[config.mk]
export PLATFORM = sky130hd
export DESIGN_NAME = dual_tx_buffer
export DESIGN_NICKNAME = d
export VERILOG_FILES = /design/src/rtl/dtb_pkg.sv /design/src/rtl/dtb_storage.sv /design/src/rtl/dtb_ctrl.sv /design/src/rtl/dtb_unpack.sv /design/src/rtl/dual_tx_buffer.sv
export SDC_FILE = /design/constraint.sdc
export NUM_CORES = 1
export LEC_CHECK = 0
export BUFFER_PORTS_ARGS = -buffer_cell sky130_fd_sc_hd__buf_4
export CORE_ASPECT_RATIO = 0.7
export CORE_MARGIN = 2
export CORE_UTILIZATION = 30
export DETAILED_ROUTE_END_ITERATION = 12
export GPL_TIMING_DRIVEN = 0
export PLACE_DENSITY = 0.55
export SLEW_MARGIN = 10
export SYNTH_ARGS = -nofsm -noshare
export SYNTH_HDL_FRONTEND = slang
export SYNTH_HIERARCHICAL = 1
export SYNTH_SLANG_ARGS = --single-unit
[constraint.sdc]
create_clock -name clk_i -period 2.9 [get_ports clk_i]
set_clock_uncertainty 0.2 [all_clocks]
set_input_delay 0.58 -clock clk_i [delete_from_list [all_inputs] [get_ports clk_i]]
set_output_delay 0.58 -clock clk_i [all_outputs]
set_load 0.02 [all_outputs]
[src/rtl/dtb_pkg.sv]
package dtb_pkg;
  typedef struct packed {
    logic long_word;
    logic sec_en;
  } dtb_cfg_t;
endpackage

[src/rtl/dtb_storage.sv]
module dtb_storage #(
  parameter int SLOT_W = 16,
  parameter int SLOTS  = 8,
  parameter int PTR_W  = $clog2(SLOTS)
) (
  input  logic                     clk_i,
  input  logic                     rst_ni,
  input  logic                     we_i,
  input  logic                     we_two_i,
  input  logic [PTR_W-1:0]         wr_ptr_i,
  input  logic [SLOT_W-1:0]        wr_first_i,
  input  logic [SLOT_W-1:0]        wr_second_i,
  input  logic [PTR_W-1:0]         rd_ptr_i,
  output logic [3:0][SLOT_W-1:0]   rd_slot_o
);
  logic [SLOT_W-1:0] mem_q [SLOTS];
  logic [PTR_W-1:0]  wr_ptr_nx;

  assign wr_ptr_nx = wr_ptr_i + PTR_W'(1);

  for (genvar e = 0; e < SLOTS; e++) begin : g_slot
    always_ff @(posedge clk_i or negedge rst_ni) begin
      if (!rst_ni) begin
        mem_q[e] <= '0;
      end else if (we_i) begin
        if (wr_ptr_i == PTR_W'(e))                   mem_q[e] <= wr_first_i;
        else if (we_two_i && wr_ptr_nx == PTR_W'(e)) mem_q[e] <= wr_second_i;
      end
    end
  end

  for (genvar k = 0; k < 4; k++) begin : g_rd
    logic [PTR_W-1:0] idx;
    assign idx          = rd_ptr_i + PTR_W'(k);
    assign rd_slot_o[k] = mem_q[idx];
  end
endmodule

[src/rtl/dtb_ctrl.sv]
module dtb_ctrl
  import dtb_pkg::*;
#(
  parameter int SLOTS = 8,
  parameter int PTR_W = $clog2(SLOTS),
  parameter int LVL_W = $clog2(SLOTS + 1)
) (
  input  logic             clk_i,
  input  logic             rst_ni,
  input  dtb_cfg_t         cfg_i,
  input  logic             bus_req_i,
  input  logic             bus_we_i,
  input  logic             bus_size32_i,
  input  logic             frame_req_i,
  output logic             wr_en_o,
  output logic             wr_two_o,
  output logic [PTR_W-1:0] wr_ptr_o,
  output logic [PTR_W-1:0] rd_ptr_o,
  output logic             pop_en_o,
  output logic             flush_o,
  output logic [LVL_W-1:0] level_o,
  output logic             full_o,
  output logic             empty_o,
  output logic             bus_err_o,
  output logic             size_err_o,
  output logic             overflow_o,
  output logic             underflow_o
);
  localparam logic [LVL_W:0] CAP = (LVL_W+1)'(SLOTS);

  dtb_cfg_t        cfg_q;
  logic [LVL_W-1:0] level_q;
  logic [PTR_W-1:0] wr_ptr_q, rd_ptr_q;
  logic [LVL_W:0]   wneed, fneed, lvl_ext, lvl_nx;
  logic             wr_try, size_bad, room, pop_try;

  assign flush_o  = (cfg_i != cfg_q);
  assign wneed    = cfg_i.long_word ? (LVL_W+1)'(2) : (LVL_W+1)'(1);
  assign fneed    = cfg_i.sec_en ? (wneed << 1) : wneed;
  assign lvl_ext  = {1'b0, level_q};

  assign wr_try   = bus_req_i && bus_we_i && !flush_o;
  assign size_bad = wr_try && (bus_size32_i != cfg_i.long_word);
  assign room     = (lvl_ext + wneed) <= CAP;
  assign wr_en_o  = wr_try && !size_bad && room;
  assign wr_two_o = cfg_i.long_word;

  assign pop_try  = frame_req_i && !flush_o;
  assign pop_en_o = pop_try && (lvl_ext >= fneed);

  always_comb begin
    lvl_nx = lvl_ext;
    if (wr_en_o)  lvl_nx = lvl_nx + wneed;
    if (pop_en_o) lvl_nx = lvl_nx - fneed;
  end

  always_ff @(posedge clk_i or negedge rst_ni) begin
    if (!rst_ni) begin
      cfg_q       <= '0;
      level_q     <= '0;
      wr_ptr_q    <= '0;
      rd_ptr_q    <= '0;
      bus_err_o   <= 1'b0;
      size_err_o  <= 1'b0;
      overflow_o  <= 1'b0;
      underflow_o <= 1'b0;
    end else begin
      cfg_q     <= cfg_i;
      bus_err_o <= bus_req_i && !bus_we_i;
      if (size_bad)                          size_err_o  <= 1'b1;
      if (wr_try && !size_bad && !room)      overflow_o  <= 1'b1;
      if (pop_try && !pop_en_o)              underflow_o <= 1'b1;
      if (flush_o) begin
        level_q  <= '0;
        wr_ptr_q <= '0;
        rd_ptr_q <= '0;
      end else begin
        level_q <= lvl_nx[LVL_W-1:0];
        if (wr_en_o)  wr_ptr_q <= wr_ptr_q + PTR_W'(wneed);
        if (pop_en_o) rd_ptr_q <= rd_ptr_q + PTR_W'(fneed);
      end
    end
  end

  assign wr_ptr_o = wr_ptr_q;
  assign rd_ptr_o = rd_ptr_q;
  assign level_o  = level_q;
  assign full_o   = (lvl_ext + wneed) > CAP;
  assign empty_o  = (level_q == '0);
endmodule

[src/rtl/dtb_unpack.sv]
module dtb_unpack
  import dtb_pkg::*;
#(
  parameter int SLOT_W = 16
) (
  input  logic                   clk_i,
  input  logic                   rst_ni,
  input  logic                   pop_en_i,
  input  dtb_cfg_t               cfg_i,
  input  logic [3:0][SLOT_W-1:0] slot_i,
  output logic                   frame_valid_o,
  output logic [2*SLOT_W-1:0]    pri_o,
  output logic [2*SLOT_W-1:0]    sec_o
);
  logic [2*SLOT_W-1:0] pri_d, sec_d;

  always_comb begin
    if (cfg_i.long_word) begin
      pri_d = {slot_i[0], slot_i[1]};
      sec_d = {slot_i[2], slot_i[3]};
    end else begin
      pri_d = {{SLOT_W{1'b0}}, slot_i[0]};
      sec_d = {{SLOT_W{1'b0}}, slot_i[1]};
    end
    if (!cfg_i.sec_en) sec_d = '0;
  end

  always_ff @(posedge clk_i or negedge rst_ni) begin
    if (!rst_ni) begin
      frame_valid_o <= 1'b0;
      pri_o         <= '0;
      sec_o         <= '0;
    end else begin
      frame_valid_o <= pop_en_i;
      if (pop_en_i) begin
        pri_o <= pri_d;
        sec_o <= sec_d;
      end
    end
  end
endmodule

[src/rtl/dual_tx_buffer.sv]
module dual_tx_buffer
  import dtb_pkg::*;
#(
  parameter int SLOT_W = 16,
  parameter int SLOTS  = 8,
  localparam int PTR_W = $clog2(SLOTS),
  localparam int LVL_W = $clog2(SLOTS + 1),
  localparam int BUS_W = 2 * SLOT_W
) (
  input  logic             clk_i,
  input  logic             rst_ni,
  input  logic             long_word_i,
  input  logic             sec_en_i,
  input  logic             bus_req_i,
  input  logic             bus_we_i,
  input  logic             bus_size32_i,
  input  logic [BUS_W-1:0] bus_wdata_i,
  output logic             bus_err_o,
  input  logic             frame_req_i,
  output logic             frame_valid_o,
  output logic [BUS_W-1:0] pri_data_o,
  output logic [BUS_W-1:0] sec_data_o,
  output logic [LVL_W-1:0] level_o,
  output logic             full_o,
  output logic             empty_o,
  output logic             size_err_o,
  output logic             overflow_o,
  output logic             underflow_o
);
  dtb_cfg_t              cfg;
  logic                  wr_en, wr_two, pop_en, flush;
  logic [PTR_W-1:0]      wr_ptr, rd_ptr;
  logic [SLOT_W-1:0]     wr_first;
  logic [3:0][SLOT_W-1:0] rd_slot;

  assign cfg.long_word = long_word_i;
  assign cfg.sec_en    = sec_en_i;
  // long words land upper half first
  assign wr_first = long_word_i ? bus_wdata_i[BUS_W-1:SLOT_W] : bus_wdata_i[SLOT_W-1:0];

  dtb_ctrl #(.SLOTS(SLOTS), .PTR_W(PTR_W), .LVL_W(LVL_W)) u_ctrl (
    .clk_i(clk_i), .rst_ni(rst_ni), .cfg_i(cfg),
    .bus_req_i(bus_req_i), .bus_we_i(bus_we_i), .bus_size32_i(bus_size32_i),
    .frame_req_i(frame_req_i),
    .wr_en_o(wr_en), .wr_two_o(wr_two), .wr_ptr_o(wr_ptr), .rd_ptr_o(rd_ptr),
    .pop_en_o(pop_en), .flush_o(flush), .level_o(level_o),
    .full_o(full_o), .empty_o(empty_o), .bus_err_o(bus_err_o),
    .size_err_o(size_err_o), .overflow_o(overflow_o), .underflow_o(underflow_o)
  );

  dtb_storage #(.SLOT_W(SLOT_W), .SLOTS(SLOTS), .PTR_W(PTR_W)) u_mem (
    .clk_i(clk_i), .rst_ni(rst_ni), .we_i(wr_en), .we_two_i(wr_two),
    .wr_ptr_i(wr_ptr), .wr_first_i(wr_first), .wr_second_i(bus_wdata_i[SLOT_W-1:0]),
    .rd_ptr_i(rd_ptr), .rd_slot_o(rd_slot)
  );

  dtb_unpack #(.SLOT_W(SLOT_W)) u_unpack (
    .clk_i(clk_i), .rst_ni(rst_ni), .pop_en_i(pop_en), .cfg_i(cfg),
    .slot_i(rd_slot), .frame_valid_o(frame_valid_o),
    .pri_o(pri_data_o), .sec_o(sec_data_o)
  );
endmodule

Word level (Yosys, flattened, before mapping)
Cells that the tools add are included.
{"block": "word_totals", "elab_cells": 140, "mem_bits_rw": 0, "mem_bits_ro": 0, "ff_bits": 209, "memories": 0, "input_bits": 40, "latchBits": 0, "out_inout_bits": 75}
{"block": "classes", "n_eq_ne": 16, "mul": 0, "add_sub_neg": 8, "shifts": 0, "order_cmp": 7, "n_reduce_logical": 44, "bitwise": 4, "div_mod_pow": 0, "mux": 41}
{"cell": "$mux 16", "count": 25}
{"cell": "$bmux 16 s3", "count": 4}
{"cell": "$mux 32", "count": 3}
{"cell": "$eq 3x3->1 const B", "count": 8}
{"cell": "$reduce_bool 2->1", "count": 10}
{"cell": "$logic_and 1x1->1", "count": 18}
{"cell": "$ge 4x4->1 const B", "count": 4}
{"cell": "$not 3->4", "count": 4}
{"cell": "$reduce_and 2->1", "count": 8}
{"cell": "$mux 3", "count": 5}
{"cell": "$eq 3x2->1 const B", "count": 4}
{"cell": "$mux 4", "count": 3}
{"cell": "$add 3x1->3 const B", "count": 2}
{"cell": "$add 3x2->3 const B", "count": 2}
{"cell": "$add 3x3->3", "count": 2}
{"cell": "$eq 3x1->1 const B", "count": 2}
{"cell": "$logic_not 3->1", "count": 2}
{"cell": "$add 4x2->5", "count": 1}
{"cell": "$ge 4x5->1", "count": 1}
{"cell": "$gt 5x4->1 const B", "count": 1}
{"cell": "$le 5x4->1 const B", "count": 1}
{"cell": "$logic_not 1->1", "count": 5}
{"cell": "$logic_not 4->1", "count": 1}
{"cell": "$sub 4x4->4", "count": 1}
{"cell": "3 further kinds", "count": 3}

Longest topological paths before layout
{"block": "logic_depth", "depth_word": 11, "ltp_mapped": 16, "mapped_depth_nobuf": 15}

By module
The synthesis kept the hierarchy.
{"module": "dtb_storage", "area_each_um2": 9829.4, "seq_area_each_um2": 3203.1, "instances": 1, "cells_per_inst": 667}
{"module": "dtb_unpack", "area_each_um2": 2827.7, "seq_area_each_um2": 1626.6, "instances": 1, "cells_per_inst": 279}
{"module": "dtb_ctrl", "area_each_um2": 1141.1, "seq_area_each_um2": 400.4, "instances": 1, "cells_per_inst": 117}
{"module": "dual_tx_buffer", "area_each_um2": 249.0, "seq_area_each_um2": 0.0, "instances": 1, "cells_per_inst": 18}

Worst setup path before layout
OpenSTA, ideal clock, no wires.
{"block": "synth_timing", "path_kind": "input to register", "startpoint": "input port long_word_i", "endpoint": "register u_ctrl.level_q[3] (netlist: u_ctrl/level_o[3])", "arrival_ns": 3.111, "setup_time_ns": 0.127, "path_buffers": 1, "slack_ns": -0.538, "required_time_ns": 2.573, "path_stages": 15, "cell_sequence": "inv_1 > ha_1 > inv_1 > fa_1 > nor2b_1 > o21a_1 > o31a_1 > buf_4 > a21oi_1 > ha_1 > nor2b_1 > o21ai_0 > nand4b_1 > nand2_1 > mux2i_1"}
{"block": "synth_between", "elab_chain_len": 11, "word_cells_on_any_way": 19, "cone_classes": "2 x add/sub; 2 x order compare; 2 x eq/ne; 5 x mux; 8 x reduce/logical"}
{"element": "from (decl)", "line": "dual_tx_buffer.sv:12", "text": "input logic long_word_i,"}
{"element": "parallel branches: the longest is 6 deep, another holds $add 4x2->5"}
{"element": "$logic_and 1x1->1 (*)", "line": "dtb_ctrl.sv:45", "text": "assign wr_en_o = wr_try && !size_bad && room;"}
{"element": "named net wr_en", "line": "dual_tx_buffer.sv:31", "text": "logic wr_en, wr_two, pop_en, flush;"}
{"element": "$mux 4 (*)", "line": "dtb_ctrl.sv:53", "text": "if (wr_en_o) lvl_nx = lvl_nx + wneed;"}
{"element": "$sub 4x4->4", "line": "dtb_ctrl.sv:54", "text": "if (pop_en_o) lvl_nx = lvl_nx - fneed;"}
{"element": "$mux 4 (*)", "line": "dtb_ctrl.sv:54"}
{"element": "$mux 4 (*)", "line": "dtb_ctrl.sv:73", "text": "if (flush_o) begin"}
{"element": "to (signal assigned)", "line": "dtb_ctrl.sv:78", "text": "level_q <= lvl_nx[LVL_W-1:0];"}
{"element": "to (decl)", "line": "dtb_ctrl.sv:32", "text": "logic [LVL_W-1:0] level_q;"}
Mark *: on every way through the listed nets, which the timed path passes.
A chain may end at the register's enable or synchronous reset.

Final worst setup path
{"block": "layout_timing", "startpoint": "register u_ctrl.level_q[0] (netlist: u_ctrl/level_o[0])", "endpoint": "register u_mem/mem_q[124] in the netlist's numbering"}
{"block": "layout_between", "elab_chain_len": 4}
{"element": "$add 4x2->5", "line": "dtb_ctrl.sv:44", "text": "assign room = (lvl_ext + wneed) <= CAP;"}
{"element": "$le 5x4->1", "line": "dtb_ctrl.sv:44"}
{"element": "$logic_and 1x1->1", "line": "dtb_ctrl.sv:45"}
{"element": "named net wr_en", "line": "dual_tx_buffer.sv:31"}
{"element": "$reduce_and 2->1 (no line)"}
{"element": "to (signal, indexed assignment)", "line": "dtb_storage.sv:26", "text": "if (wr_ptr_i == PTR_W'(e)) mem_q[e] <= wr_first_i;"}
{"element": "to (signal, indexed assignment)", "line": "dtb_storage.sv:27", "text": "else if (we_two_i && wr_ptr_nx == PTR_W'(e)) mem_q[e] <= wr_second_i;"}
{"element": "to (decl)", "line": "dtb_storage.sv:16", "text": "logic [SLOT_W-1:0] mem_q [SLOTS];"}
The timed path passes the listed nets, and every way through them passes these cells.

==> PnR_summary.wiki <==
{| class="wikitable"
! Metric !! Value
|-
| Result of the run || finished with violations
|-
| Failing checks || setup timing
|-
| Reg clk slew, reported paths || 0.06 ns
|-
| Core Region || 46300 um2
|-
| Fin crit period || 3.09 ns
|-
| Vias in the first global route || 10200
|-
| CP top delay family || buffers and inverters
|-
| Detail-routed via count per cell || 5.29
|-
| Die area || 48600 um2
|-
| Wire length of the first global-routing pass || 71.4 mm
|-
| Pin count of the biggest net entering global routing || 97
|-
| Category of the worst setup path capture point || register
|-
| Post-detailed-route count of antenna-violating nets || 0
|-
| Clock tree from TritonCTS || done
|-
| DRC violation total after the first TritonRoute iteration || 773
|-
| Number of flops mapped to enable cells by yosys || 0
|-
| Total Nets Final || 1326
|-
| Startpoint type of the worst setup path || register
|-
| End point of the most critical hold path || u_ctrl/bus_err_o
|-
| Most common cell after layout, fill and taps aside || sky130_fd_sc_hd__mux2_2
|-
| Actual slew at the worst max-slew pin || 0.989 ns
|-
| Synth Cell Area || 14000 um2
|-
| Maximum buffer depth of the clock tree || 3
|-
| Final Power || 10.5 mW
|-
| Worst hold path class || input port to register
|-
| CTS H-tree lvls || 1
|-
| Number of cells traversed by the worst hold path || 2
|-
| Ports placed on the boundary || 115
|-
| Post-synthesis cell type count || 57
|-
| Final Worst Setup Slack || -0.190 ns
|-
| Root buffer cell || sky130_fd_sc_hd__clkbuf_16
|-
| Detailed Routing Iterations Pass 1 || 5
|-
| Worst reg2reg path depth || 12
|-
| Design area || 17800 um2
|-
| Fin crit share || 107%
|-
| Area added between synthesis and finish || 26.4%
|-
| Synth Instances || 1081
|-
| VDD IR-drop max || 0.383 mV
|-
| Crit path buf inv count || 5
|-
| Via Count || 10000
|-
| Share of async-settable or async-resettable flops after synthesis || 100%
|-
| Reg2Reg Setup Slack || -0.19 ns
|-
| Placed Instance Area || 16000 um2
|-
| Cell-by-cell listing of the critical path || ha_4, inv_2, fa_2, nor2b_4, o21a_4, o31a_1, buf_6, buf_4, o21a_1, buf_6, bufbuf_16, mux2_4
|-
| Count of port buffers added during placement || 114
|-
| Power Internal || 6.97 mW
|-
| Maximum fanout along the worst path || 8
|-
| Aggregate global routing overflow || 0
|-
| Estimated wirelength of the detail-placed design || 33.5 mm
|-
| Routed length on met2 || 20.4 mm
|-
| Top routing layer in use || met4
|-
| Worst EP required || 3.12 ns
|-
| Gpl congestion || 0.837
|-
| Most used cells in the layout excluding fill and tap cells || sky130_fd_sc_hd__mux2_2 (309), sky130_fd_sc_hd__dfrtp_1 (207), sky130_fd_sc_hd__buf_4 (136), sky130_fd_sc_hd__mux2_4 (91), sky130_fd_sc_hd__inv_1 (60)
|-
| N_diodes || 0
|-
| Insertion delay to the later sink of the worst-skew pair || 0.55 ns
|-
| Inserted Clock Buffers || 25
|-
| Routed wire length per instance || 25.6 um
|-
| Endpoint of the worst-slack reg-to-reg timing path || u_mem/mem_q[124]
|-
| Length of routed wiring on met1 || 23.6 mm
|-
| Antenna violations before repair || 0
|-
| Fraction of layout cells with a size suffix above 1 || 59.5%
|-
| Mapped Avg Cell Area || 13.0 um2
|-
| Sequential power share || 37.1%
|-
| Slowest cell delay on critical path || 0.43 ns
|-
| Post-synthesis sequential element count || 209
|-
| CP Data Arrival Time || 3.31 ns
|-
| Startpoint of the worst register-to-register path || u_ctrl/level_o[0]
|-
| Horizontal extent of the die || 263 um
|-
| Post-Syn Nets || 1143
|-
| Number of pins exceeding their max-slew limit in the final report || 0
|-
| Total power density per cell area || 590 nW/um2
|-
| TritonCTS Sinks || 209
|-
| Most common cell type on the critical path || sky130_fd_sc_hd__buf_6
|-
| FMAX || 324 MHz
|-
| CP max stage cell || sky130_fd_sc_hd__dfrtp_2
|-
| Number of placement rows || 66
|-
| All-Layer GR Usage || 20.0%
|-
| Final count of hold timing violations || 0
|-
| Unrepaired setup endpoints after global routing || yes
|-
| Final-report setup violation count || 116
|-
| Post-route DRC || 0
|-
| Die span in y || 185 um
|-
| Max-slew headroom at the worst pin || 33.8%
|-
| Gate power share || 31.7%
|-
| Leakage power total || 7.92 nW
|-
| Net switching component of the power || 3.50 mW
|-
| Max-capacitance violation count || 0
|-
| Critical path start-end classification || register to register
|-
| Top_reg_cell synth || sky130_fd_sc_hd__dfrtp_1
|-
| Launch instance of the worst min-delay path || bus_req_i
|-
| Number of warnings issued by yosys || 6
|-
| Part of the power in the clock network || 31.2%
|-
| Initial core utilization || 30.3%
|-
| Part of the Yosys area used for sequential elements || 37.2%
|-
| Met3 wirelength from detailed routing || 3.58 mm
|-
| Drt total wl || 48.4 mm
|-
| Switch share || 33.4%
|}
## what timing repair did
action	CTS	global route
setup buffers	26	6
gates resized for setup	60	18
gates cloned	6	2
endpoints found under the hold margin	30	0
pin swaps	10	3
setup endpoints to repair	161	197
hold buffers	3	0
## per-layer routing
layer	vias up	track usage [%]
met3	56	5.73
met5	-	0
met2	293	28.9
li1	4410	-
met4	0	3.70
met1	5268	29.4
## logic make-up (layout without fill, tap and decap cells)
group	count (synthesis)	after routing	synth area share, %
buffers and inverters	144	346	5.55
AND/OR/NAND/NOR	103	103	4.25
adder cells (fa/ha/maj)	22	22	2.17
XOR/XNOR	9	9	0.561
flip-flops	209	209	37.2
AO/OA/AOI/OAI	96	96	4.36
multiplexers	498	498	45.9
## how the worst max path moves through the flow
| stage | startpoint | endpoint | slack [ns] | depth (start not counted) |
|---|---|---|---|---|
| 3_3_place_gp | u_ctrl/rd_ptr_o[0] | u_unpack/sec_o[8] | -1.10 | 10 |
| 5_1_grt | u_ctrl/level_o[0] | u_ctrl/level_o[2] | -0.28 | 13 |
| 6_report | u_ctrl/level_o[0] | u_mem/mem_q[124] | -0.19 | 12 |
| 4_1_cts | u_ctrl/level_o[0] | u_ctrl/level_o[2] | -0.21 | 13 |
| 3_5_place_dp | u_ctrl/rd_ptr_o[1] | u_unpack/sec_o[8] | -1.17 | 10 |
| 2_1_floorplan | long_word_i | u_ctrl/level_o[2] | -0.35 | 14 |
## final cells by class
class / instances / area [um2]
inverter: 67 / 274
fill: 4418 / 28600
timing repair buffer: 159 / 1560
buffer: 74 / 658
clock inverter: 11 / 115
multi-input combinational: 728 / 8420
tap: 612 / 766
sequential: 209 / 5230
clock buffer: 35 / 733
## flip-flops by register name (all words and copies together) (netlist names), 2 cells and up
name,flops
u_ctrl/rd_ptr_o,3
u_mem/mem_q,128
u_ctrl/cfg_q,2
u_unpack/pri_o,32
u_ctrl/wr_ptr_o,3
u_ctrl/level_o,4
u_unpack/sec_o,32
## worst reg2reg max path, delay by kind of cell, from the launching register on
family          cells  cell delay (ns)
buf+inv             5             0.78
fa+ha+maj           2             0.60
simple gates        1             0.15
flops               1             0.43
compound gates      3             0.52
mux                 1             0.29
## Yosys cell counts, types with 3 or more instances
cell                       number  area, um2
sky130_fd_sc_hd__mux2_2       370       4170
sky130_fd_sc_hd__o21a_1         7       52.6
sky130_fd_sc_hd__nor2b_1        5       31.3
sky130_fd_sc_hd__clkbuf_1      14       52.6
sky130_fd_sc_hd__a21oi_1       20        100
sky130_fd_sc_hd__xor2_1         6       52.6
sky130_fd_sc_hd__fa_1           4       80.1
sky130_fd_sc_hd__mux4_1        12        315
sky130_fd_sc_hd__a21o_1         3       22.5
sky130_fd_sc_hd__inv_1         65        244
sky130_fd_sc_hd__buf_2         37        185
sky130_fd_sc_hd__nand3_1       18       90.1
sky130_fd_sc_hd__o21ai_0       20        100
sky130_fd_sc_hd__mux2_4        30        450
sky130_fd_sc_hd__buf_4         10       75.1
sky130_fd_sc_hd__nor2_1        20       75.1
sky130_fd_sc_hd__buf_6          9        101
sky130_fd_sc_hd__xnor2_1        3       26.3
sky130_fd_sc_hd__o22ai_1       33        206
sky130_fd_sc_hd__ha_1          18        225
sky130_fd_sc_hd__nand2_1       35        131
sky130_fd_sc_hd__buf_12         4       80.1
sky130_fd_sc_hd__dfrtp_1      209       5230
sky130_fd_sc_hd__mux4_2        52       1170
sky130_fd_sc_hd__mux2i_1       34        340
sky130_fd_sc_hd__and2_1         5       31.3
## stage by stage
stage	utilization, %	TNS (ns)	setup WS (ns)	cells	hold slack [ns]
6_report	38.3	-9.78	-0.190	1895	0.0799
5_1_grt	38.3	-18.80	-0.283	1895	0.0895
4_1_cts	37.9	-16.60	-0.210	1887	0.0503
3_5_place_dp	34.6	-120.95	-1.17	1809	0.245
3_3_place_gp	34.5	-251.72	-1.10	1807	0.243
2_1_floorplan	-	-8.07	-0.346	1081	0.0844
## power groups by stage
stage / logic, mW / clock network, mW / registers [mW]
after global routing: 3.53 / 3.47 / 3.96
final: 3.32 / 3.27 / 3.88
after detailed placement: 3.21 / 0 / 3.92
after floorplan: 1.49 / 0 / 4.26
after global placement: 3.17 / 0 / 3.92
after CTS: 3.28 / 3.34 / 3.88
Power figures use the tool's default switching activity.
